## config.mk

```make
export PLATFORM = sky130hd
export DESIGN_NAME = sync_pulse_gen
export DESIGN_NICKNAME = d
export VERILOG_FILES = /design/src/rtl/sync_pkg.sv /design/src/rtl/sync_lock_sync.sv /design/src/rtl/sync_cfg_regs.sv /design/src/rtl/sync_width_ctr.sv /design/src/rtl/sync_pulse_gen.sv
export SDC_FILE = /design/constraint.sdc
export NUM_CORES = 1
export LEC_CHECK = 0
export ABC_CLOCK_PERIOD_IN_PS = 4900
export BUFFER_PORTS_ARGS = -buffer_cell sky130_fd_sc_hd__buf_4
export CAP_MARGIN = 20
export CELL_PAD_IN_SITES_DETAIL_PLACEMENT = 0
export CELL_PAD_IN_SITES_GLOBAL_PLACEMENT = 1
export CORE_MARGIN = 2
export CORE_UTILIZATION = 52
export CTS_BUF_LIST = sky130_fd_sc_hd__clkbuf_16
export DETAILED_ROUTE_END_ITERATION = 6
export PLACE_DENSITY_LB_ADDON = 0.1
export SLEW_MARGIN = 20
export SYNTH_ARGS = -nofsm -noshare
export SYNTH_HDL_FRONTEND = slang
export SYNTH_SLANG_ARGS = --single-unit
export TNS_END_PERCENT = 50
```

## constraint.sdc

```tcl
create_clock -name clk -period 4.9 [get_ports clk]
set_clock_uncertainty 0.05 [all_clocks]
set_input_delay 0.49 -clock clk [delete_from_list [all_inputs] [get_ports clk]]
set_output_delay 0.49 -clock clk [all_outputs]
set_load 0.02 [all_outputs]
```

## src/rtl/sync_pkg.sv

```systemverilog
package sync_pkg;
   typedef enum logic [1:0] {
      SM_OFF    = 2'd0,
      SM_SINGLE = 2'd1,
      SM_RSV2   = 2'd2,
      SM_RSV3   = 2'd3
   } sync_mode_e;

   // control byte field positions
   localparam int CTRL_ARM_BIT  = 0;
   localparam int CTRL_INV_BIT  = 1;
   localparam int CTRL_MODE_LSB = 2;
   localparam int CTRL_MIN_W    = 4;
endpackage

```

## src/rtl/sync_lock_sync.sv

```systemverilog
module sync_lock_sync #(
   parameter int STAGES = 2
) (
   input  logic clk,
   input  logic rst_n,
   input  logic lock_in,
   output logic lock_out
);
   generate
      if (STAGES == 0) begin : g_direct
         assign lock_out = lock_in;
      end else begin : g_chain
         logic [STAGES-1:0] stg;
         always_ff @(posedge clk or negedge rst_n) begin
            if (!rst_n) stg <= '0;
            else if (STAGES == 1) stg <= lock_in;
            else stg <= {stg[STAGES-2:0], lock_in};
         end
         assign lock_out = stg[STAGES-1];
      end
   endgenerate
endmodule

```

## src/rtl/sync_cfg_regs.sv

```systemverilog
module sync_cfg_regs
   import sync_pkg::*;
#(
   parameter int DIV_W  = 16,
   parameter int DATA_W = 8,
   parameter int ADDR_W = 2
) (
   input  logic              clk,
   input  logic              rst_n,
   input  logic              reg_we,
   input  logic [ADDR_W-1:0] reg_addr,
   input  logic [DATA_W-1:0] reg_wdata,
   input  logic              commit,
   input  logic              busy,
   input  logic              done,
   output logic [DIV_W-1:0]  div_act,
   output logic              inv_act,
   output sync_mode_e        mode_act,
   output logic              arm_act
);
   localparam int DIV_BYTES = DIV_W / DATA_W;
   localparam logic [ADDR_W-1:0] CTRL_ADDR = ADDR_W'(DIV_BYTES);

   logic [DIV_W-1:0] div_sh;
   logic             arm_sh;
   logic             inv_sh;
   sync_mode_e       mode_sh;
   logic             ctrl_hit;
   logic             take;

   assign ctrl_hit = reg_we && (reg_addr == CTRL_ADDR);
   assign take     = commit && !busy;

   generate
      for (genvar b = 0; b < DIV_BYTES; b++) begin : g_div_byte
         always_ff @(posedge clk or negedge rst_n) begin
            if (!rst_n)
               div_sh[b*DATA_W +: DATA_W] <= '0;
            else if (reg_we && reg_addr == ADDR_W'(b))
               div_sh[b*DATA_W +: DATA_W] <= reg_wdata;
         end
      end
   endgenerate

   // staged control; end-of-pulse clear wins over a same-cycle write
   always_ff @(posedge clk or negedge rst_n) begin
      if (!rst_n) begin
         arm_sh  <= 1'b0;
         inv_sh  <= 1'b0;
         mode_sh <= SM_OFF;
      end else begin
         if (ctrl_hit) begin
            arm_sh  <= reg_wdata[CTRL_ARM_BIT];
            inv_sh  <= reg_wdata[CTRL_INV_BIT];
            mode_sh <= sync_mode_e'(reg_wdata[CTRL_MODE_LSB +: 2]);
         end
         if (done) arm_sh <= 1'b0;
      end
   end

   // working set: only taken while idle
   always_ff @(posedge clk or negedge rst_n) begin
      if (!rst_n) begin
         div_act  <= '0;
         inv_act  <= 1'b0;
         mode_act <= SM_OFF;
         arm_act  <= 1'b0;
      end else if (take) begin
         div_act  <= div_sh;
         inv_act  <= inv_sh;
         mode_act <= mode_sh;
         arm_act  <= arm_sh;
      end else if (done) begin
         arm_act  <= 1'b0;
      end
   end
endmodule

```

## src/rtl/sync_width_ctr.sv

```systemverilog
module sync_width_ctr #(
   parameter int DIV_W = 16
) (
   input  logic             clk,
   input  logic             rst_n,
   input  logic             start,
   input  logic [DIV_W-1:0] width_m1,
   output logic             busy,
   output logic             done,
   output logic [DIV_W-1:0] cnt
);
   // counter advances only while a pulse runs
   always_ff @(posedge clk or negedge rst_n) begin
      if (!rst_n) begin
         busy <= 1'b0;
         cnt  <= '0;
      end else if (busy) begin
         if (cnt == '0) busy <= 1'b0;
         else           cnt  <= cnt - 1'b1;
      end else if (start) begin
         busy <= 1'b1;
         cnt  <= width_m1;
      end
   end

   assign done = busy && (cnt == '0);
endmodule

```

## src/rtl/sync_pulse_gen.sv

```systemverilog
module sync_pulse_gen
   import sync_pkg::*;
#(
   parameter int DIV_W            = 16,
   parameter int DATA_W           = 8,
   parameter int ADDR_W           = 2,
   parameter int LOCK_SYNC_STAGES = 2
) (
   input  logic              clk,
   input  logic              rst_n,
   input  logic              reg_we,
   input  logic [ADDR_W-1:0] reg_addr,
   input  logic [DATA_W-1:0] reg_wdata,
   input  logic              commit,
   input  logic              pll_locked,
   output logic              sync_out
);
   localparam int DIV_BYTES = DIV_W / DATA_W;

   generate
      if (DIV_W % DATA_W != 0) begin : g_bad_div
         $error("DIV_W must be a whole number of DATA_W bytes");
      end
      if (DATA_W < CTRL_MIN_W) begin : g_bad_data
         $error("DATA_W too narrow for the control fields");
      end
      if ((1 << ADDR_W) <= DIV_BYTES) begin : g_bad_addr
         $error("ADDR_W cannot reach the control register");
      end
      if (LOCK_SYNC_STAGES < 0) begin : g_bad_sync
         $error("LOCK_SYNC_STAGES must not be negative");
      end
   endgenerate

   logic             lock_s;
   logic [DIV_W-1:0] div_act;
   logic             inv_act;
   sync_mode_e       mode_act;
   logic             arm_act;
   logic             busy;
   logic             done;
   logic [DIV_W-1:0] cnt;
   logic             start;

   sync_lock_sync #(.STAGES(LOCK_SYNC_STAGES)) u_lock (
      .clk      (clk),
      .rst_n    (rst_n),
      .lock_in  (pll_locked),
      .lock_out (lock_s)
   );

   sync_cfg_regs #(.DIV_W(DIV_W), .DATA_W(DATA_W), .ADDR_W(ADDR_W)) u_cfg (
      .clk       (clk),
      .rst_n     (rst_n),
      .reg_we    (reg_we),
      .reg_addr  (reg_addr),
      .reg_wdata (reg_wdata),
      .commit    (commit),
      .busy      (busy),
      .done      (done),
      .div_act   (div_act),
      .inv_act   (inv_act),
      .mode_act  (mode_act),
      .arm_act   (arm_act)
   );

   assign start = arm_act && (mode_act == SM_SINGLE) && lock_s && !busy;

   sync_width_ctr #(.DIV_W(DIV_W)) u_ctr (
      .clk      (clk),
      .rst_n    (rst_n),
      .start    (start),
      .width_m1 (div_act),
      .busy     (busy),
      .done     (done),
      .cnt      (cnt)
   );

   assign sync_out = busy ^ inv_act;
endmodule

```

# Word level (Yosys, flattened, before mapping)
# Index checks and enable logic that the tools add are counted.
# op_classes
addsub	1
n_eq_ne	4
muxes	10
bitwise_logic	1
n_reduce_logical	15
# op_table
operator	n
$mux W16	3
$logic_not A16 Y1	1
$sub A16 B1 Y16 const B	1
$logic_and A1 B1 Y1	8
$mux W1	7
$reduce_bool A2 Y1	3
$eq A2 B1 Y1 const B	2
$eq A2 B2 Y1 const B	1
$logic_not A2 Y1	1
$ne A2 B2 Y1 const B	1
$reduce_and A2 Y1	1
$logic_not A1 Y1	1
$xor A1 B1 Y1	1
# totals
ff_bits	59
in_bits	15
wordCells	43

# Longest topological paths before layout
# depth
word_depth	6
depth_mapped	10
ltp_nobuf	8

# Cells and area by module
# From an unflattened synthesis, not the netlist that was laid out.
# unflattened
cells_unflattened	233
hier_area_um2	2861.5
# modules_own_cells
mod	n_inst	cells_each	area_each_um2	seq_area_each_um2
sync_cfg_regs	1	89	1522.7	1001.0
sync_width_ctr	1	139	1247.4	425.4
sync_lock_sync	1	2	50.0	50.0
sync_pulse_gen	1	3	41.3	0.0

# Worst setup path after synthesis
# Ideal clock, no wire load.
# synth_timing
path_kind	flip-flop to flip-flop
startpoint	reg u_ctr.cnt[0]
endpoint	reg u_ctr.cnt[14]
arrival_time_ps	1960
required_ps	4724
slack_ps	2764
path_stages_with_launch	10
path_buffers	2
path_cell_list	dfrtp_1 > inv_1 > ha_1 > or3b_1 > buf_2 > nand4b_4 > o21bai_4 > inv_2 > buf_6 > a221o_1
# synth_via
elab_chain_cells	3
word_cells_on_any_way	6
cone_classes	add/sub: 1; eq/ne: 1; mux: 2; reduce/logical: 2
# synth_lines
item	line	text
start, declared	sync_width_ctr.sv:10	output logic [DIV_W-1:0] cnt
start signal, assigned	sync_width_ctr.sv:19	else cnt <= cnt - 1'b1;
start signal, assigned	sync_width_ctr.sv:22	cnt <= width_m1;
$sub A16 B1 Y16 / $logic_not A16 Y1 (equally long branches)	sync_width_ctr.sv:19, sync_width_ctr.sv:18	
$mux W16 / $ne A2 B2 Y1 (equally long branches)	n/a	
$mux W16 / $reduce_and A2 Y1 (equally long branches)	n/a	
# Parallel ways exist; a longest one is shown, timed or not. The select of a mux whose other input is x is not followed.
# A chain may end at the register's enable or synchronous reset.

# Final worst setup path
# Same ends and word-level chain as after synthesis.

==> impl_metrics.tcl <==
set metrics [dict create \
    via_per_inst 5.866 \
    design.die.area_um2 5640 \
    fin_setup_tns_ns 0 \
    h_tree_lvl_count 3 \
    timing.critical_path.required_ns 5.05 \
    drtPass1Iterations 4 \
    grt_ovf 0 \
    stdcell_count 305 \
    dr.first_iter.drc_count 130 \
    antenna-diode-count 0 \
    report.final.slew_viol_count 0 \
    hold_path_class "input port to asynchronous set/reset pin" \
    clkSinkCount 59 \
    gr-usage-all-layers 0.2137 \
    cts_tree "yes" \
    synthFlopType "sky130_fd_sc_hd__dfrtp_1" \
    via_count_of_the_first_global_routing_pass 1742 \
    worst_setup_hold_path_clk_slew_ns 0.05 \
    port_buffers 15 \
    rsz0062_at_grt "no" \
    die-width_um 75.10 \
    drt-wirelength-per-cell_um 17.19 \
    start_util 0.5493 \
    hold_violations 0 \
    critPathMaxFanout 11 \
    achievable-frequency_mhz 433.0 \
    clock_path_buffers 2 \
    nFillCells 367 \
    vias_after_detailed_routing 1789 \
    grt_antenna_before_repair 0 \
    tightest_slew_ns 0.7450 \
    placementRows 25 \
    synth-warning-count 0 \
    min_clock_period_post_route_ns 2.310 \
    hpwlAfterDp_um 3598 \
    antenna_left 0 \
    syn-num-nets 231 \
    vdd_drop_max_uv 348.4 \
    async_reset_ff_frac 1.000 \
    root_buffer "sky130_fd_sc_hd__clkbuf_16" \
    timing.critical_path.arrival_ns 2.46 \
    worst_slew_margin_relative_to_its_limit 0.5011 \
    grt_first_pass_wirelength_um 8638 \
    die_height_um 75.10 \
    syn-instance-count 215 \
    period_share 0.4714 \
    globalplace.congestion 0.8587 \
    worstSetupStartpointType "flip-flop" \
    fp.coreArea_um2 4786 \
    multiInputGateArea_um2 1099 \
    finalNetCount 250 \
    synth_seq_area_share 0.5616 \
    post-cts-setup-buffers 0 \
    synth_seq_cells 59 \
    p_per_area_nw_per_um2 637.3 \
    grt_max_degree 60 \
    hold_buffers 0 \
    cap_viol_max_count 0 \
    run_status "complete, no violations" \
    finalWirelength_um 5244 \
    cts-resized-gates 0 \
    post_route_cells_drive_above_1_share 0.3067 \
    worstSetupEndpointType "flip-flop" \
    io-pin-count 16 \
    clock_latency_ns 0.32 \
    netlist_area_um2 2629 \
    crit_type "flip-flop to flip-flop" \
    final-seq-area_um2 1476 \
    number_of_instances_in_the_placed_design 290 \
    yosys.cell_types.count 45 \
    area_delta_synth_final_pct 17.23 \
    cts_made_buffers 9 \
    drt_drc_violations_left 0 \
    final_number_of_setup_violating_endpoints 0 \
    synth-edff-count 0 \
    avgSynthCellArea_um2 12.23 \
    pleak_uw 0.001311 \
]
## sequential cells by signal, summed over array words and instances, names as in the netlist, 2 cells and up
signal and flops:
u_cfg.div_act 16, u_cfg.div_sh 16, u_lock.g_chain.stg 2, u_ctr.cnt 16
u_cfg.mode_sh 2, u_cfg.mode_act 2
## power breakdown
part | switching [uW] | total, uW | internal (uW)
combinational | 271 | 544 | 273
clock | 194 | 575 | 382
sequential | 165 | 844 | 680
total | 630 | 1960 | 1330
## critical path: stages, from the launching register on
cell,delay [ns]
sky130_fd_sc_hd__dfrtp_1,0.39
sky130_fd_sc_hd__inv_1,0.09
sky130_fd_sc_hd__ha_1,0.19
sky130_fd_sc_hd__or3b_1,0.45
sky130_fd_sc_hd__nand4b_4,0.26
sky130_fd_sc_hd__o21bai_4,0.27
sky130_fd_sc_hd__inv_2,0.16
sky130_fd_sc_hd__a221o_1,0.31
## through the flow
step	util	total power [uW]	setup slack [ns]	hold WS (ns)	instance area, um2
6_report	0.6439	1964	2.590	0.1808	3082
3_3_place_gp	0.5846	1362	2.593	0.2865	2798
2_1_floorplan	-	1228	2.764	0.1444	2629
5_1_grt	0.6439	2085	2.464	0.2160	3082
3_5_place_dp	0.5846	1384	2.490	0.2977	2798
4_1_cts	0.6424	1968	2.479	0.2096	3074
## area by class of cell
type,instances,area share
Clock inverter,6,0.01665
Multi-Input combinational cell,142,0.3565
Clock buffer,9,0.07308
Timing Repair Buffer,17,0.04141
Inverter,5,0.006090
Sequential cell,59,0.4791
Tap cell,67,0.02720
## metal layers
layer	vias up	part of all wire	wire length, um	global-route usage
met5	-	0	0	0
met4	0	0.024	125	0.1171
met3	11	0.051	265	0.04685
met2	60	0.47	2478	0.3138
met1	886	0.45	2374	0.2961
li1	832	-	-	-
## cells by family after synthesis
family,synth area share
xor+xnor,0.01999
mux,0.1623
fa+ha+maj,0.004759
compound gates,0.1214
flops,0.5616
buf+inv,0.02332
simple gates,0.1066
## worst paths after layout
check | startpoint | endpoint | slack (ns) | cells after the start
worst max-delay path | u_ctr.cnt[0] | u_ctr.cnt[14] | 2.59 | 7
worst min-delay path | rst_n | u_ctr.cnt[15] | 0.18 | 1
worst max register to register | u_ctr.cnt[0] | u_ctr.cnt[14] | 2.59 | 7
worst min register to register | u_lock.g_chain.stg[0] | u_lock.g_chain.stg[1] | 0.30 | 0
max in group asynchronous | rst_n | u_cfg.div_sh[1] | 4.16 | 1
min in group clk | pll_locked | u_lock.g_chain.stg[0] | 0.23 | 1
## cells in the mapped netlist (4+ instances only)
master / n / area [um2]
sky130_fd_sc_hd__nor3_1: 7 / 35.03
sky130_fd_sc_hd__clkbuf_1: 7 / 26.28
sky130_fd_sc_hd__inv_1: 4 / 15.01
sky130_fd_sc_hd__dfrtp_1: 59 / 1476
sky130_fd_sc_hd__o21ai_0: 12 / 60.06
sky130_fd_sc_hd__mux2_2: 37 / 416.7
sky130_fd_sc_hd__a21oi_1: 12 / 60.06
sky130_fd_sc_hd__nand2_1: 10 / 37.54
sky130_fd_sc_hd__nor2_1: 12 / 45.04
## layout by cell type (no fill, tap or decap), types with 2 or more instances in the layout
cell type / count
sky130_fd_sc_hd__a31oi_1: 2
sky130_fd_sc_hd__nand2_1: 10
sky130_fd_sc_hd__mux2_2: 37
sky130_fd_sc_hd__a211oi_1: 2
sky130_fd_sc_hd__xnor2_1: 3
sky130_fd_sc_hd__clkbuf_16: 9
sky130_fd_sc_hd__a2bb2oi_1: 2
sky130_fd_sc_hd__xor2_1: 3
sky130_fd_sc_hd__clkinv_2: 2
sky130_fd_sc_hd__nand3b_1: 3
sky130_fd_sc_hd__buf_4: 17
sky130_fd_sc_hd__a221o_1: 2
sky130_fd_sc_hd__inv_1: 7
sky130_fd_sc_hd__nor3_1: 7
sky130_fd_sc_hd__nor4_1: 3
sky130_fd_sc_hd__o21ai_0: 12
sky130_fd_sc_hd__nor2b_1: 2
sky130_fd_sc_hd__a21oi_1: 12
sky130_fd_sc_hd__nand3_1: 3
sky130_fd_sc_hd__nor2_1: 12
sky130_fd_sc_hd__or3_1: 2
sky130_fd_sc_hd__o31ai_1: 2
sky130_fd_sc_hd__dfrtp_1: 59
sky130_fd_sc_hd__o22ai_1: 3
Power figures use the tool's default switching activity.
